==> src/rtl/port_led_pkg.sv <==
package port_led_pkg;
  localparam int EV_TX  = 0;
  localparam int EV_RX  = 1;
  localparam int EV_COL = 2;
  localparam int EV_N   = 3;

  // flashing LED follows the blink phase while a window is open, else the idle value
  function automatic logic flash_sel(input logic act, input logic blink, input logic idle_val);
    return act ? blink : idle_val;
  endfunction
endpackage

==> src/rtl/led_sync2.sv <==
module led_sync2 #(
  parameter int W = 4
) (
  input  logic         clk,
  input  logic         rst_n,
  input  logic [W-1:0] din,
  output logic [W-1:0] dout
);
  logic [W-1:0] meta_q;

  always_ff @(posedge clk or negedge rst_n) begin
    if (!rst_n) begin
      meta_q <= '1;
      dout   <= '1;
    end else begin
      meta_q <= din;
      dout   <= meta_q;
    end
  end
endmodule

==> src/rtl/led_blink_div.sv <==
module led_blink_div #(
  parameter int FLASH_DIV = 4
) (
  input  logic clk,
  input  logic rst_n,
  output logic blink,
  output logic wrap
);
  localparam int CW = (FLASH_DIV > 2) ? $clog2(FLASH_DIV) : 1;
  localparam logic [CW-1:0] LAST = CW'(FLASH_DIV - 1);

  logic [CW-1:0] cnt_q;

  assign wrap = (cnt_q == LAST);

  always_ff @(posedge clk or negedge rst_n) begin
    if (!rst_n) begin
      cnt_q <= '0;
      blink <= 1'b0;
    end else begin
      cnt_q <= wrap ? '0 : cnt_q + 1'b1;
      blink <= blink ^ wrap;
    end
  end

  AST_BLINK_HOLD: assert property (@(posedge clk) disable iff (!rst_n)
    !wrap |=> $stable(blink));
endmodule

==> src/rtl/led_flash_win.sv <==
module led_flash_win #(
  parameter int FLASH_WIN = 12
) (
  input  logic clk,
  input  logic rst_n,
  input  logic evt,
  output logic act
);
  localparam int CW = $clog2(FLASH_WIN + 1);
  localparam logic [CW-1:0] FULL = CW'(FLASH_WIN);

  logic [CW-1:0] left_q;

  always_ff @(posedge clk or negedge rst_n) begin
    if (!rst_n)            left_q <= '0;
    else if (evt)          left_q <= FULL;
    else if (left_q != '0) left_q <= left_q - 1'b1;
  end

  assign act = (left_q != '0);

  AST_WIN_OPEN: assert property (@(posedge clk) disable iff (!rst_n)
    evt |=> act);
  AST_WIN_IDLE: assert property (@(posedge clk) disable iff (!rst_n)
    (!evt && !act) |=> !act);
endmodule

==> src/rtl/port_led_drv.sv <==
module port_led_drv
  import port_led_pkg::*;
#(
  parameter int NPORT     = 2,
  parameter int FLASH_DIV = 1250000,
  parameter int FLASH_WIN = 5000000
) (
  input  logic             clk,
  input  logic             rst_n,
  input  logic [NPORT-1:0] link_n,
  input  logic [NPORT-1:0] fdx_n,
  input  logic [NPORT-1:0] tx_evt,
  input  logic [NPORT-1:0] rx_evt,
  input  logic [NPORT-1:0] col_evt,
  output logic [NPORT-1:0] led_col_n,
  output logic [NPORT-1:0] led_fdcol_n,
  output logic [NPORT-1:0] led_lnact_n,
  output logic [NPORT-1:0] led_lnrx_n
);
  localparam int SW = 2 * NPORT;

  logic [SW-1:0]         st_sync;
  logic                  blink;
  logic                  blink_wrap;
  logic [EV_N*NPORT-1:0] act_all;
  logic [NPORT-1:0]      link_up;
  logic [NPORT-1:0]      full_up;

  led_sync2 #(.W(SW)) u_sync (
    .clk (clk),
    .rst_n (rst_n),
    .din ({fdx_n, link_n}),
    .dout (st_sync)
  );

  led_blink_div #(.FLASH_DIV(FLASH_DIV)) u_div (
    .clk (clk),
    .rst_n (rst_n),
    .blink (blink),
    .wrap (blink_wrap)
  );

  for (genvar p = 0; p < NPORT; p++) begin : g_port
    logic [EV_N-1:0] evt_k;
    logic tx_act, rx_act, col_act;
    logic col_lit, fd_lit, la_lit, lr_lit;

    assign evt_k = {col_evt[p], rx_evt[p], tx_evt[p]};

    for (genvar k = 0; k < EV_N; k++) begin : g_win
      led_flash_win #(.FLASH_WIN(FLASH_WIN)) u_win (
        .clk (clk),
        .rst_n (rst_n),
        .evt (evt_k[k]),
        .act (act_all[EV_N*p + k])
      );
    end

    assign tx_act  = act_all[EV_N*p + EV_TX];
    assign rx_act  = act_all[EV_N*p + EV_RX];
    assign col_act = act_all[EV_N*p + EV_COL];

    assign link_up[p] = ~st_sync[p];
    assign full_up[p] = ~st_sync[NPORT + p];

    assign col_lit = ~full_up[p] & flash_sel(col_act, blink, 1'b0);
    assign fd_lit  = link_up[p] & (full_up[p] | flash_sel(col_act, blink, 1'b0));
    assign la_lit  = link_up[p] & flash_sel(tx_act | rx_act, blink, 1'b1);
    assign lr_lit  = link_up[p] & flash_sel(rx_act, blink, 1'b1);

    assign led_col_n[p]   = ~col_lit;
    assign led_fdcol_n[p] = ~fd_lit;
    assign led_lnact_n[p] = ~la_lit;
    assign led_lnrx_n[p]  = ~lr_lit;

    AST_FULL_STEADY: assert property (@(posedge clk) disable iff (!rst_n)
      (link_up[p] && full_up[p]) |-> !led_fdcol_n[p]);
    AST_COL_FULL_DARK: assert property (@(posedge clk) disable iff (!rst_n)
      full_up[p] |-> led_col_n[p]);
    AST_DOWN_DARK: assert property (@(posedge clk) disable iff (!rst_n)
      !link_up[p] |-> (led_fdcol_n[p] && led_lnact_n[p] && led_lnrx_n[p]));
    AST_RX_STEADY: assert property (@(posedge clk) disable iff (!rst_n)
      (link_up[p] && !rx_act) |-> !led_lnrx_n[p]);
  end
endmodule

==> config.mk <==
export PLATFORM = sky130hd
export DESIGN_NAME = port_led_drv
export DESIGN_NICKNAME = d
export VERILOG_FILES = /design/src/rtl/port_led_pkg.sv /design/src/rtl/led_sync2.sv /design/src/rtl/led_blink_div.sv /design/src/rtl/led_flash_win.sv /design/src/rtl/port_led_drv.sv
export SDC_FILE = /design/constraint.sdc
export NUM_CORES = 1
export LEC_CHECK = 0
export ABC_CLOCK_PERIOD_IN_PS = 3000
export BUFFER_PORTS_ARGS = -buffer_cell sky130_fd_sc_hd__buf_2
export CAP_MARGIN = 5
export CORE_UTILIZATION = 63
export CTS_CLUSTER_SIZE = 40
export DETAILED_ROUTE_END_ITERATION = 7
export HOLD_SLACK_MARGIN = 0.1
export PLACE_DENSITY = 0.78
export SYNTH_ARGS = -nofsm -noshare
export SYNTH_HDL_FRONTEND = slang
export SYNTH_SLANG_ARGS = --single-unit
==> constraint.sdc <==
create_clock -name clk -period 3 [get_ports clk]
set_input_delay 0.45 -clock clk [delete_from_list [all_inputs] [get_ports clk]]
set_output_delay 0.45 -clock clk [all_outputs]
set_load 0.01 [all_outputs]
# Yosys cells after proc, flatten, opt, wreduce, memory -nomap -nowiden
# Index checks and enable logic that the tools add are counted.
[word_totals] reg_bits=168 wordCells=74 inputBits=12 out_inout_bits=8
[op_classes] n_bitwise=25 n_eq_ne=1 n_reduce_logical=12 add_sub_neg=7 mux=19
[ops] op="$mux 23" count=12
[ops] op="$reduce_bool 23->1" count=6
[ops] op="$sub 23x1->23 const B" count=6
[ops] op="$add 21x1->21 const B" count=1
[ops] op="$eq 21x21->1 const B" count=1
[ops] op="$mux 21" count=1
[ops] op="$not 1->1" count=12
[ops] op="$reduce_bool 2->1" count=6
[ops] op="$and 1x1->1" count=8
[ops] op="$mux 1" count=6
[ops] op="$or 1x1->1" count=4
[ops] op="$xor 1x1->1" count=1

# Longest topological paths before layout
# Gate-level depths: netlist of run 1.
[logic_depth] depth_word=5 depth_mapped=8 mapped_depth_nobuf=7

# Modules after synthesis
# A second synthesis of run 1 with hierarchy kept.
[unflattened] hier_cells=1018 area_unflattened_um2=9883.2
[by_module_without_submodules] mod="led_flash_win" seq_area_each_um2=575.6 cells_each=149 n_inst=6 area_per_inst_um2=1423.9
[by_module_without_submodules] mod="led_blink_div" seq_area_each_um2=550.5 cells_each=103 n_inst=1 area_per_inst_um2=1053.5
[by_module_without_submodules] mod="led_sync2" seq_area_each_um2=210.2 cells_each=8 n_inst=1 area_per_inst_um2=210.2
[by_module_without_submodules] mod="port_led_drv" seq_area_each_um2=0.0 cells_each=13 n_inst=1 area_per_inst_um2=76.3

# Least setup slack after synthesis of run 1
# OpenSTA, ideal clock, no wires.
[synth_timing] path_type="register to output" from="reg g_port[0].g_win[1].u_win.left_q[19]" to="out led_lnrx_n[0]" t_arrival_ps=2159 slack_ps=391 required_ps=2550 stages_incl_launch_ff=6 n_path_buf=1 cell_sequence="dfrtp_1 > or4_1 > nor4_2 > buf_2 > nand2_1 > a21o_1"
[synth_between] elab_chain_cells=4
[synth_lines] element="start, declared" line_no="led_flash_win.sv:12" source="logic [CW-1:0] left_q;"
[synth_lines] element="start signal, assigned" line_no="led_flash_win.sv:17" source="else if (left_q != '0) left_q <= left_q - 1'b1;"
[synth_lines] element="$reduce_bool 23->1" line_no="led_flash_win.sv:20" source="assign act = (left_q != '0);"
[synth_lines] element="$mux 1" line_no="port_led_pkg.sv:9" source="return act ? blink : idle_val;"
[synth_lines] element="$and 1x1->1" line_no="port_led_drv.sv:69" source="assign lr_lit = link_up[p] & flash_sel(rx_act, blink, 1'b1);"
[synth_lines] element="$not 1->1" line_no="port_led_drv.sv:74" source="assign led_lnrx_n[p] = ~lr_lit;"
[synth_lines] element="end, declared" line_no="port_led_drv.sv:18" source="output logic [NPORT-1:0] led_lnrx_n"
# Every way passes these cells.

# Worst setup path in the final report of run 1
[layout_timing] from="reg g_port[0].g_win[1].u_win.left_q[19]" to="out led_lnact_n[0]"
[layout_between] elab_chain_cells=5
[layout_lines] element="$reduce_bool 23->1" line_no="led_flash_win.sv:20"
[layout_lines] element="$or 1x1->1" line_no="port_led_drv.sv:68" source="assign la_lit = link_up[p] & flash_sel(tx_act | rx_act, blink, 1'b1);"
[layout_lines] element="$mux 1" line_no="port_led_pkg.sv:9"
[layout_lines] element="$and 1x1->1" line_no="port_led_drv.sv:68"
[layout_lines] element="$not 1->1" line_no="port_led_drv.sv:73" source="assign led_lnact_n[p] = ~la_lit;"
[layout_lines] element="end, declared" line_no="port_led_drv.sv:17" source="output logic [NPORT-1:0] led_lnact_n,"
# Every way passes these cells.

==> results of run 1 <==
## area by class of cell
| cell class | instances | area (um2) | share of cell area (%) |
|---|---|---|---|
| inverter | 17 | 63.81 | 0.6643 |
| timing repair buffer | 43 | 286.5 | 2.983 |
| clock buffer | 23 | 467.9 | 4.872 |
| sequential | 168 | 4214 | 43.87 |
| tap | 176 | 220.2 | 2.293 |
| multi-input combinational | 667 | 4180 | 43.52 |
| clock inverter | 9 | 172.7 | 1.798 |
## stage by stage
stage                     hold slack [ps]  instances  util (%)
after floorplan                     154.4        886         -
after global placement              346.7       1069     67.33
after detailed placement            348.4       1069     67.33
after CTS                           106.7       1102     72.24
after global routing                99.37       1103     72.53
final                               115.1       1103     72.53
## Yosys cell counts, types with 5 or more instances
| library cell | instances |
|---|---|
| nor3_1 | 32 |
| o31ai_1 | 10 |
| nor2_1 | 124 |
| xnor2_1 | 45 |
| a211oi_1 | 19 |
| dfstp_2 | 8 |
| a2111oi_0 | 6 |
| a21oi_1 | 43 |
| ha_1 | 7 |
| nand2b_1 | 30 |
| or4_1 | 20 |
| nand2_1 | 35 |
| nor4_1 | 39 |
| a31oi_1 | 5 |
| nand4_1 | 19 |
| and3_1 | 9 |
| nor2b_1 | 18 |
| o211ai_1 | 7 |
| dfrtp_1 | 160 |
| inv_1 | 17 |
| o21bai_1 | 5 |
| or3_1 | 25 |
| o21ai_0 | 24 |
| o41ai_1 | 6 |
| clkbuf_1 | 30 |
| a21o_1 | 9 |
| nand3_1 | 31 |
| xor2_1 | 38 |
| mux2i_1 | 7 |
| a211o_1 | 5 |
| nand3b_1 | 9 |
## kinds of logic (layout without fill, tap and decap cells)
logic type / count (synthesis) / count (layout)
flops: 168 / 168
buf+inv: 51 / 92
mux: 10 / 10
simple gates: 417 / 417
compound gates: 150 / 150
fa+ha+maj: 7 / 7
xor+xnor: 83 / 83
## power groups by stage
stage	sequential, W	combinational [W]	clock [W]
global placement	0.00253	0.000508	0
floorplan	0.00251	0.000397	0
detailed placement	0.00254	0.000531	0
CTS	0.00250	0.000540	0.00241
finish	0.00251	0.000542	0.00238
global route	0.00252	0.000612	0.00252
## routing by layer
metal | track usage, % | wire length (um) | vias to the layer above
met5 | 0 | 0 | -
met4 | 9.731 | 322 | 0
met3 | 5.792 | 692 | 30
met2 | 46.31 | 9116 | 155
met1 | 34.39 | 7818 | 3436
li1 | - | - | 3269
## flip-flops by register name, summed over array words and instances, names as in the netlist
signal / cells
g_port.g_win.u_win.left_q: 138
u_div.cnt_q: 21
u_sync.dout: 4
u_sync.meta_q: 4
u_div.blink: 1
## critical path, delay by kind of cell (launching register included)
kind	cells	cell delay (ps)
and+or+nand+nor	4	1370
AOI/OAI and AO/OA	1	60
buffers and inverters	1	140
DFF	1	410
## worst max-delay path by stage
stage	from	endpoint	depth (start not counted)	slack, ps
4_1_cts	g_port[0].g_win[2].u_win.left_q[6]$_DFFE_PN0P_	led_fdcol_n[0]	6	0.2
5_1_grt	g_port[0].g_win[1].u_win.left_q[19]$_DFFE_PN0P_	led_lnrx_n[0]	5	10
3_3_place_gp	g_port[1].g_win[2].u_win.left_q[14]$_DFFE_PN0P_	g_port[1].g_win[2].u_win.left_q[21]$_DFFE_PN0P_	5	500
3_5_place_dp	g_port[1].g_win[2].u_win.left_q[14]$_DFFE_PN0P_	g_port[1].g_win[2].u_win.left_q[21]$_DFFE_PN0P_	5	430
6_report	g_port[0].g_win[1].u_win.left_q[19]$_DFFE_PN0P_	led_lnact_n[0]	6	140
2_1_floorplan	g_port[0].g_win[1].u_win.left_q[19]$_DFFE_PN0P_	led_lnrx_n[0]	5	390
## repair_timing
action,4_1_cts,5_1_grt
gates resized for setup,0,7
hold buffers,1,1
endpoints found under the hold margin,13,1
setup endpoints to repair,0,6
==> out/qor.csv, run 1 <==
metric;value;unit
slowest_stage;or4_1;
yosys.area.top_type_share;46.72;%
async_flop_share;100.0;%
antennaDiodeCount;0;
grt.overflow.total;0;
max_freq;349.4;MHz
slew_headroom;47.41;%
final_area;9605;um2
synthFlopType;dfrtp_1;
synth-seq-cells;168;
layout_commonest_cell;dfrtp_1;
crit_type;reg2out;
worst_hold_path_type;in2reg;
slowest_delay;610;ps
port_buffers;19;
seq_power_share;46.2;%
hp-start;link_n[1];
min_to;u_sync.meta_q[1]$_DFF_PN1_;
rsz0062_at_grt;false;
antenna_found_initial;0;
p_int;0.004124;W
clock_skew;9.395;ps
cts_buffers;17;
grt_pass1_wl;31.35;mm
synthToLayoutAreaGrowth;12.07;%
grt_max_degree;83;
cts_tree;built;
max_slew.worst_pin.slew;781.6;ps
maxSlewViolCount;0;
arrival;2410;ps
drtIter0Drc;542;
placed_area;8916;um2
cts_buffer_depth;2;
avgViaCountPerCell;6.247;
syn_inst;886;
postSynthAreaPerCell;9.673;um2
cp.required;2550;ps
peakVddDrop;0.0004446;V
synth_edf_count;0;
status;finished, final reports clean;
wl_per_cell;16.27;um
clock-sinks;168;
firstDrtPassIters;7;
mostFrequentLayoutCells;dfrtp_1 (160), nor2_1 (124), xnor2_1 (45);
synth_simple_gate_area_share;26.12;%
num_vias;6890;
synth_area;8571;um2
min_path_cells;1;
total_power;0.005432;W
io_pins;20;
tns;0;ps
r2r_slack;410;ps
critPathLaunchType;register;
pre_cts_ws;432.8;ps
synth_mux_area_share;1.212;%
place_congestion;0.8364;
dieWidth;118.6;um
yosys_warnings;0;
cp-end-kind;primary output;
final-setup-viol-count;0;
clk_pin_slew_worst_paths;60;ps
synth.area.top_cells;dfrtp_1 (47%), nor2_1 (5.4%), xnor2_1 (4.6%);
clk_latency;430;ps
clkPwrFrac;43.9;%
seq_area_frac_synth;49.17;%
root_buffer;clkbuf_16;
ctsHtreeMaxLevel;4;
fill_cells;999;
cap_viol_max_count;0;
dieArea;14070;um2
drc;0;
finalWorstSetupSlack;137.8;ps
p_sw_share;24.07;%
crit_chain;or4_1 -> nor4_2 -> nand2_1 -> nor2_1 -> o21bai_1 -> buf_2;
hold_viol_final;0;
synth_largest_area_cell;dfrtp_1;
synth_adder_area_share;1.022;%
ant_nets;0;
leakage;3.655;nW
ff2ff_path_depth;5;
fin_crit_sh;95.41;%
final_layout_size_suffix_gt1_share;11.22;%
final_nets;933;
rows;42;
fp.dieH;118.6;um
synth-compound-area-share;11.53;%
r2r-start;g_port[1].g_win[2].u_win.left_q[14]$_DFFE_PN0P_;
postCtsSetupBuffers;0;
routed_wl;17.95;mm
coreArea;13240;um2
start_util;64.72;%
switchingPower;0.001307;W
synth_xor_area_share;8.482;%
power_density;565.5;nW/um2
place_hpwl;11.73;mm
syn-num-nets;905;
grt_pass1_vias;6848;
synth_cell_types;54;
crit_fanout;6;
grt_usage;27.27;%
period_minus_slack;2862;ps
reg2reg_to;g_port[1].g_win[2].u_win.left_q[21]$_DFFE_PN0P_;
synth_top_family_by_area;simple AND/OR/NAND/NOR gates;
combPwrFrac;10.0;%
Power figures use the tool's default switching activity.
==> run 2: changes to the inputs <==
--- a/config.mk
+++ b/config.mk
@@ -11,6 +11,7 @@
 export CORE_UTILIZATION = 63
 export CTS_CLUSTER_SIZE = 40
 export DETAILED_ROUTE_END_ITERATION = 7
+export GPL_TIMING_DRIVEN = 0
 export HOLD_SLACK_MARGIN = 0.1
 export PLACE_DENSITY = 0.78
 export SYNTH_ARGS = -nofsm -noshare
==> run 2 against run 1 <==
Fmax down 1.7%. Clock power down 13%. Combinational power up 5.4%. Routed wire length up 2.4%. Final cell count up 1.5%. Clock skew down 1.1 ps. Clock-buffer cell count up 1. Sequential cell count unchanged. Critical path depth unchanged. Register-to-register slack worse by 110 ps. Worst hold slack worse by 0.51 ps. Largest power group unchanged.
==> out/qor.csv, run 2 (synthesis results as in run 1) <==
metric;value;unit;change
status;finished, final reports clean;;
avgViaCountPerCell;6.165;;-1.3%
r2r-start;g_port[1].g_win[2].u_win.left_q[3]$_DFFE_PN0P_;;
period_minus_slack;2912;ps;+49.90 ps
place_hpwl;11.96;mm;+2.0%
grt_pass1_wl;31.33;mm;about the same
min_path_cells;1;;unchanged
slew_headroom;25.21;%;-22 points
pre_cts_ws;-137.6;ps;-570.4 ps
coreArea;13240;um2;unchanged
r2r_slack;300;ps;-110 ps
io_pins;20;;unchanged
power_density;528.6;nW/um2;-6.5%
rows;42;;unchanged
critPathLaunchType;register;;
cap_viol_max_count;0;;unchanged
max_freq;343.4;MHz;-1.7%
fp.dieH;118.6;um;unchanged
slowest_delay;560;ps;-50 ps
hold_viol_final;0;;unchanged
ff2ff_path_depth;6;;+1
crit_chain;or4_4 -> nor4_4 -> nand2_2 -> clkbuf_4 -> a21o_1 -> buf_2;;
crit_fanout;10;;+4
rsz0062_at_grt;false;;
mostFrequentLayoutCells;dfrtp_1 (160), nor2_1 (123), xnor2_1 (45);;
reg2reg_to;g_port[1].g_win[2].u_win.left_q[18]$_DFFE_PN0P_;;
placed_area;8919;um2;about the same
worst-path-buf-inv;2;;+1
arrival;2460;ps;+50 ps
antenna_found_initial;0;;unchanged
fin_crit_sh;97.07;%;+1.7 points
ant_nets;0;;unchanged
clock-sinks;168;;unchanged
place_congestion;0.9124;;+9.1%
tns;0;ps;unchanged
final_area;9729;um2;+1.3%
regMostFlops;g_port.g_win.u_win.left_q;;
grt_pass1_vias;6784;;-0.93%
slowest_stage;or4_4;;
fill_cells;962;;-3.7%
maxSlewViolCount;0;;unchanged
multi_input_area;4322;um2;+3.4%
leakage;3.653;nW;about the same
firstDrtPassIters;5;;-2
port_buffers;18;;-1
final_layout_size_suffix_gt1_share;11.97;%;+0.75 points
finalWorstSetupSlack;87.91;ps;-49.90 ps
antennaDiodeCount;0;;unchanged
start_util;64.72;%;unchanged
dieWidth;118.6;um;unchanged
clk_pin_slew_worst_paths;60;ps;about the same
crit_type;reg2out;;
critPathLaunch;g_port[1].g_win[1].u_win.left_q[15]$_DFFE_PN0P_;;
max_slew.worst_pin.slew;1112;ps;+330.0 ps
clk_latency;430;ps;about the same
cts_tree;built;;
wl_per_cell;16.42;um;+0.88%
drc;0;;unchanged
routed_wl;18.39;mm;+2.4%
num_vias;6905;;+0.22%
critical_path.top_delay_family;simple AND/OR/NAND/NOR gates;;
root_buffer;clkbuf_16;;
ff_latch_area;4214;um2;unchanged
grt_max_degree;92;;+11%
reg_top3;g_port.g_win.u_win.left_q: 138 flops, u_div.cnt_q: 21 flops;;
cp.required;2550;ps;about the same
dieArea;14070;um2;unchanged
cts_buffer_depth;2;;unchanged
synthToLayoutAreaGrowth;13.52;%;
grt.overflow.total;0;;unchanged
crit_cells;6;;unchanged
final_nets;950;;+1.8%
drtIter0Drc;563;;+3.9%
crit_end;led_lnrx_n[1];;
final_core_utilization;73.47;%;+0.94 points
cp-end-kind;primary output;;
whs;114.5;ps;-0.5120 ps
layout_commonest_cell;dfrtp_1;;
worst_hold_path_type;in2reg;;
final-setup-viol-count;0;;unchanged
ctsHtreeMaxLevel;4;;unchanged
largest_reg_flops;138;;unchanged
grt_usage;27.58;%;+0.31 points
clock_skew;8.294;ps;-1.101 ps
peakVddDrop;0.0004357;V;-2.0%
cts_buffers;17;;unchanged
## run 2: metal layers
metal | part of all wire, % | GRT usage (%) | up-vias
li1 | - | - | 3293
met4 | 1.3 | 9.494 | 0
met2 | 51 | 46.13 | 157
met5 | 0 | 0 | -
met1 | 44 | 36.17 | 3430
met3 | 3.4 | 5.019 | 25
## run 2: what timing repair did
item,CTS,global route
hold buffers,1,0
endpoints found under the hold margin,69,0
setup endpoints to repair,8,7
setup buffers,3,6
gates resized for setup,20,18
pin swaps,3,5
## run 2: worst min path at each step
| stage | slack, ps | from | endpoint |
|---|---|---|---|
| after floorplan | 150 | rst_n | g_port[0].g_win[0].u_win.left_q[0]$_DFFE_PN0P_ |
| after global placement | 350 | u_sync.meta_q[2]$_DFF_PN1_ | u_sync.dout[2]$_DFF_PN1_ |
| after detailed placement | 350 | u_sync.meta_q[3]$_DFF_PN1_ | u_sync.dout[3]$_DFF_PN1_ |
| after CTS | 100 | link_n[1] | u_sync.meta_q[1]$_DFF_PN1_ |
| after global routing | 100 | link_n[1] | u_sync.meta_q[1]$_DFF_PN1_ |
| final | 110 | link_n[1] | u_sync.meta_q[1]$_DFF_PN1_ |
## run 2: stage by stage
| stage | cells | total power, W |
|---|---|---|
| after CTS | 1117 | 0.005172 |
| after floorplan | 886 | 0.002909 |
| after global placement | 1080 | 0.003047 |
| after detailed placement | 1081 | 0.003085 |
| final | 1120 | 0.005143 |
| after global routing | 1120 | 0.005365 |
## run 2: worst register-to-register path, cell delays in order, from the launching register on
cell and delay, ps:
dfrtp_1 380, buf_6 130, nor4_1 580, nand2_1 390
or3_1 480, o21ai_0 150, or3b_2 450
## run 2: layout make-up
type | instances | share of cell area [%]
buffer | 31 | 1.543
clock buffer | 24 | 4.951
clock inverter | 8 | 0.7459
inverter | 17 | 0.6559
multi-input combinational | 667 | 44.42
sequential | 168 | 43.31
tap | 176 | 2.263
timing repair buffer | 29 | 2.109
## run 2: power by group
part | internal (W) | total, W | switching, W
Sequential | 0.00238 | 0.00251 | 0.000130
Clock | 0.00120 | 0.00206 | 0.000857
Combinational | 0.000235 | 0.000571 | 0.000336
Total | 0.00382 | 0.00514 | 0.00132
